### src/rtl/ccc_pkg.sv
package ccc_pkg;
  localparam int TV_W  = 16;
  localparam int CC_W  = 8;
  localparam int SEL_W = 5;
  localparam int CFG_W = 32;
  localparam int POP_W = 6;

  typedef struct packed {
    logic [TV_W-1:0]  timeout;
    logic [CC_W-1:0]  thresh;
    logic [SEL_W-1:0] sel;
    logic [1:0]       rsvd;
    logic             en;
  } ctrl_word_t;

  function automatic logic [POP_W-1:0] pop32(input logic [31:0] v);
    logic [POP_W-1:0] n;
    n = '0;
    for (int i = 0; i < 32; i++) n = n + POP_W'(v[i]);
    return n;
  endfunction

  function automatic logic tmr_at_last(input logic [TV_W-1:0] v);
    return v == TV_W'(1);
  endfunction

  function automatic logic cnt_reached(input logic [CC_W:0] sum,
                                       input logic [CC_W-1:0] th);
    return (th != '0) && (sum >= {1'b0, th});
  endfunction
endpackage

### src/rtl/ccc_timeout_timer.sv
module ccc_timeout_timer
  import ccc_pkg::*;
(
  input  logic            clk,
  input  logic            rst_n,
  input  logic            load,
  input  logic [TV_W-1:0] load_val,
  input  logic            step,
  output logic            hit,
  output logic [TV_W-1:0] val
);
  logic [TV_W-1:0] val_q;

  assign hit = step && tmr_at_last(val_q);
  assign val = val_q;

  always_ff @(posedge clk or negedge rst_n) begin
    if (!rst_n)    val_q <= '0;
    else if (load) val_q <= load_val;
    else if (step) val_q <= val_q - TV_W'(1);
  end
endmodule

### src/rtl/ccc_cmpl_counter.sv
module ccc_cmpl_counter
  import ccc_pkg::*;
(
  input  logic             clk,
  input  logic             rst_n,
  input  logic             clr,
  input  logic             active,
  input  logic [CC_W-1:0]  thresh,
  input  logic [POP_W-1:0] add,
  output logic             hit,
  output logic [CC_W-1:0]  cnt
);
  logic [CC_W-1:0] cnt_q;
  logic [CC_W:0]   sum;

  assign sum = {1'b0, cnt_q} + (CC_W+1)'(add);
  assign hit = active && cnt_reached(sum, thresh);
  assign cnt = cnt_q;

  always_ff @(posedge clk or negedge rst_n) begin
    if (!rst_n)                         cnt_q <= '0;
    else if (clr || !active || thresh == '0) cnt_q <= '0;
    else                                cnt_q <= sum[CC_W-1:0];
  end
endmodule

### src/rtl/ccc_irq_status.sv
module ccc_irq_status
  import ccc_pkg::*;
#(
  parameter int STAT_W = 32
) (
  input  logic              clk,
  input  logic              rst_n,
  input  logic              set_en,
  input  logic [SEL_W-1:0]  set_idx,
  input  logic              clr_en,
  input  logic [STAT_W-1:0] clr_bits,
  output logic [STAT_W-1:0] status
);
  logic [STAT_W-1:0] set_vec;
  logic [STAT_W-1:0] clr_vec;

  assign set_vec = set_en ? (STAT_W'(1) << set_idx) : '0;
  assign clr_vec = clr_en ? clr_bits : '0;

  always_ff @(posedge clk or negedge rst_n) begin
    if (!rst_n) status <= '0;
    else        status <= (status & ~clr_vec) | set_vec;
  end
endmodule

### src/rtl/cmpl_coalesce_ctrl.sv
module cmpl_coalesce_ctrl
  import ccc_pkg::*;
#(
  parameter int NUM_PORTS = 8,
  parameter int STAT_W    = 32
) (
  input  logic                 clk,
  input  logic                 rst_n,
  input  logic                 cfg_wr_en,
  input  logic [CFG_W-1:0]     cfg_wr_data,
  input  logic                 tick_ms,
  input  logic [NUM_PORTS-1:0] cmpl_pulse,
  input  logic [NUM_PORTS-1:0] busy_vec,
  input  logic [NUM_PORTS-1:0] port_mask,
  input  logic                 sts_wr_en,
  input  logic [STAT_W-1:0]    sts_wr_data,
  output logic                 coal_irq,
  output logic [STAT_W-1:0]    irq_status
);
  ctrl_word_t       wr_word;
  logic             en_act;
  logic [TV_W-1:0]  tv_act;
  logic [CC_W-1:0]  cc_act;
  logic [SEL_W-1:0] sel_q;

  logic             busy_sel;
  logic [POP_W-1:0] cmpl_n;
  logic             tmr_step;
  logic             tmr_hit;
  logic             cnt_hit;
  logic             fire;
  logic             tmr_load;
  logic [TV_W-1:0]  tmr_val;
  logic [CC_W-1:0]  cnt_val;
  logic             irq_q;

  assign wr_word = ctrl_word_t'(cfg_wr_data);

  always_ff @(posedge clk or negedge rst_n) begin
    if (!rst_n) begin
      en_act <= 1'b0;
      tv_act <= '0;
      cc_act <= '0;
      sel_q  <= '0;
    end else if (cfg_wr_en) begin
      en_act <= wr_word.en;
      sel_q  <= wr_word.sel;
      if (wr_word.en) begin
        tv_act <= wr_word.timeout;
        cc_act <= wr_word.thresh;
      end
    end
  end

  assign busy_sel = |(busy_vec & port_mask);
  assign cmpl_n   = pop32(32'(cmpl_pulse & port_mask));
  assign tmr_step = en_act && !cfg_wr_en && (tv_act != '0) && busy_sel && tick_ms;
  assign fire     = en_act && !cfg_wr_en && (tmr_hit || cnt_hit);
  assign tmr_load = fire || (cfg_wr_en && wr_word.en);

  ccc_timeout_timer u_tmr (
    .clk      (clk),
    .rst_n    (rst_n),
    .load     (tmr_load),
    .load_val (cfg_wr_en ? wr_word.timeout : tv_act),
    .step     (tmr_step),
    .hit      (tmr_hit),
    .val      (tmr_val)
  );

  ccc_cmpl_counter u_cnt (
    .clk    (clk),
    .rst_n  (rst_n),
    .clr    (fire || cfg_wr_en),
    .active (en_act && !cfg_wr_en),
    .thresh (cc_act),
    .add    (cmpl_n),
    .hit    (cnt_hit),
    .cnt    (cnt_val)
  );

  ccc_irq_status #(.STAT_W(STAT_W)) u_sts (
    .clk      (clk),
    .rst_n    (rst_n),
    .set_en   (fire),
    .set_idx  (sel_q),
    .clr_en   (sts_wr_en),
    .clr_bits (sts_wr_data),
    .status   (irq_status)
  );

  always_ff @(posedge clk or negedge rst_n) begin
    if (!rst_n) irq_q <= 1'b0;
    else        irq_q <= fire;
  end

  assign coal_irq = irq_q;
endmodule

### config.mk
export PLATFORM = sky130hd
export DESIGN_NAME = cmpl_coalesce_ctrl
export DESIGN_NICKNAME = d
export VERILOG_FILES = /design/src/rtl/ccc_pkg.sv /design/src/rtl/ccc_timeout_timer.sv /design/src/rtl/ccc_cmpl_counter.sv /design/src/rtl/ccc_irq_status.sv /design/src/rtl/cmpl_coalesce_ctrl.sv
export SDC_FILE = /design/constraint.sdc
export NUM_CORES = 1
export LEC_CHECK = 0
export BUFFER_PORTS_ARGS = -buffer_cell sky130_fd_sc_hd__buf_2
export CAP_MARGIN = 20
export CORE_MARGIN = 4
export CORE_UTILIZATION = 55
export CTS_BUF_LIST = sky130_fd_sc_hd__clkbuf_2
export DETAILED_ROUTE_END_ITERATION = 10
export PLACE_DENSITY = 0.86
export SYNTH_ARGS = -nofsm -noshare
export SYNTH_HDL_FRONTEND = slang
export SYNTH_SLANG_ARGS = --single-unit
### constraint.sdc
create_clock -name clk -period 5.75 [get_ports clk]
set_input_delay 0.2875 -clock clk [delete_from_list [all_inputs] [get_ports clk]]
set_output_delay 0.2875 -clock clk [all_outputs]
set_load 0.005 [all_outputs]
==> impl_metrics.yaml <==
sta:
  min_period_ns: 4.63
  setup_viol: 0
  clock_skew_ns: 0.0497
  max_freq_mhz: 216
  timing.final.hold_violations: 0
  slew_violations: 0
  rsz0062_at_grt: "no"
  tns_ns: 0
  slew_headroom: 0.529
  worst_slew_pin_slew_ns: 0.707
  fin_crit_sh: 0.806
  holdWs_ns: 0.0911
logic_synthesis:
  synth_area_sq_mm: 0.00471
  ys_types: 39
  ys_warn_count: 0
  yosysSeqAreaShare: 0.463
  synthCells: 441
  synth_nets: 555
  synth-seq-cells: 87
  async_reset_ff_frac: 1.00
  synth-edff-count: 0
  ys.flop_type: "dfrtp_1"
  avgSynthCellArea_sq_um: 10.7
run_status:
  outcome: "finished, final reports clean"
global_routing:
  grt-ovfl-total: 0
  grt_pass1_vias: 4445
  grt_usage: 0.260
  grt_pass1_wl_mm: 20.7
  grt_max_degree: 88
  grt_antenna_before_repair: 0
worst_setup_path:
  crit_type: "in2reg"
  r2r_cells: 18
  r2r_slack_ns: 1.13
  startpoint_type: "primary input"
  critical_path_required_ns: 6.26
  endpoint: "u_tmr.val[5]"
  timing.rr.start: "u_cnt.cnt[0]"
  setup.worst_path.start: "port_mask[0]"
  rr_endpoint: "u_tmr.val[5]"
  crit_fanout: 16
  cp-end-kind: "flop"
  cp_data_arrival_time_ns: 5.14
die:
  ios: 126
  fp.coreArea_sq_mm: 0.00826
  die_w_um: 101
  die_h_um: 101
  start_util: 0.570
  die_area_sq_mm: 0.0101
  fp-row-count: 33
cells_and_area:
  layout_common_cells: "122 x buf_2, 87 x dfrtp_1, 76 x nand2_1"
  fillers: 546
  multi_input_area_sq_mm: 0.00237
  seq_area_sq_mm: 0.00218
  area_growth_pct: 31.7
  mostFrequentLayoutCell: "buf_2"
  fin_nets: 735
  drive_above_1_share: 0.297
clock_tree:
  cts_max_level: 3
  cts_tree: "yes"
  cts_root_buf: "clkbuf_2"
  ctsLongestPathBuffers: 2
  cts_sinks: 87
  cts_made_buffers: 9
  path_clk_slew_ns: 0.26
  cts_resized: 0
  clkLatencyLatePin_ns: 0.59
routing:
  dr_total_vias: 4218
  drt-initial-drc-count: 228
  wirelength_mm: 12.7
  firstDrtPassIters: 6
  wl_per_cell_um: 17.4
  drc_errors: 0
  ant_nets: 0
  vias_per_cell: 5.76
job:
  drv_cap: 0
min_path:
  hold_class: "in2async"
placed_design:
  place_congestion: 0.877
  numPortBuffers: 123
  dp_hpwl_mm: 8.21
power:
  ir_drop_v: 0.000218
  p_leak_nw: 3.13
  power_density_mw_per_mm2: 238
-- power by group --
group	leakage [nW]	internal [W]	total (W)	switching [W]
clock	0.0708	0.000105	0.000339	0.000233
sequential	1.12	0.000679	0.000740	0.0000614
combinational	1.94	0.000190	0.000394	0.000203
-- metrics by stage --
stage | power (W) | cells | util | setup WS (ns) | instance area, sq um
global placement | 0.00107 | 651 | 0.653 | 0.732 | 5390
floorplan | 0.000981 | 441 | - | 0.724 | 4710
finish | 0.00147 | 732 | 0.750 | 1.12 | 6200
CTS | 0.00146 | 729 | 0.743 | 1.11 | 6140
global route | 0.00156 | 731 | 0.750 | 0.915 | 6190
detailed placement | 0.00110 | 651 | 0.653 | 0.548 | 5390
-- kinds of logic after synthesis --
logic type | share of synthesized area
AND/OR/NAND/NOR | 0.160
XOR/XNOR | 0.0391
buffers and inverters | 0.0354
adder cells (fa/ha/maj) | 0.0638
flip-flops | 0.463
AO/OA/AOI/OAI | 0.119
multiplexers | 0.121
-- worst max-delay path: stages --
cell,delay [ns]
buf_2,0.11
nand2_1,0.09
fa_1,0.51
fa_1,0.52
inv_1,0.05
fa_1,0.56
fa_1,0.20
inv_1,0.06
fa_1,0.40
nand2b_1,0.16
a21oi_1,0.26
xor2_1,0.22
ha_1,0.27
a211oi_1,0.22
nand2_1,0.07
a31oi_1,0.15
o21ai_1,0.16
a211oi_2,0.21
buf_4,0.31
mux2i_1,0.26
-- registers in the layout (all words and copies together) (netlist names) --
register / flops
u_sts.status: 32
tv_act: 16
u_tmr.val: 16
cc_act: 8
u_cnt.cnt: 8
sel_q: 5
coal_irq: 1
en_act: 1
-- synthesized netlist by cell type, drive strengths merged, types with 6 or more instances --
master,count,area share
a21oi,6,0.0064
a32o,9,0.019
and3,8,0.011
clkbuf,16,0.013
dfrtp,87,0.46
ha,16,0.043
inv,21,0.017
mux2,22,0.053
mux2i,32,0.068
nand2,76,0.061
nand3,7,0.0074
nor2,16,0.013
nor3,12,0.015
nor4,10,0.013
o21ai,13,0.014
o31ai,7,0.011
o41ai,14,0.048
xnor2,18,0.034
-- final cells by class --
type                            instances  area share
Antenna cell                            1    0.000404
Inverter                               21      0.0127
Clock inverter                          7      0.0127
Tap cell                              105      0.0212
Multi-Input combinational cell        312       0.382
Clock buffer                            9     0.00727
Timing Repair Buffer                  190       0.212
Sequential cell                        87       0.351
-- layer usage --
metal / GRT usage / up-vias / wire length, um
li1: - / 1926 / -
met2: 0.458 / 174 / 6690
met1: 0.302 / 2059 / 4740
met4: 0.137 / 0 / 536
met3: 0.0436 / 59 / 736
met5: 0 / - / 0
-- worst min-delay path by stage --
stage / from / endpoint / cells past startpoint
global route: rst_n / tv_act[7] / 2
detailed placement: u_sts.status[29] / u_sts.status[29] / 2
CTS: cfg_wr_data[0] / en_act / 4
finish: rst_n / tv_act[8] / 2
global placement: u_sts.status[4] / u_sts.status[4] / 2
floorplan: rst_n / cc_act[0] / 0
-- timing repair --
action / 4_1_cts / 5_1_grt
setup endpoints to repair: 0 / 0
hold buffers: 62 / 0
setup buffers: 0 / 0
endpoints found under the hold margin: 151 / 0
Note: power is estimated with default switching activity, not from simulation.
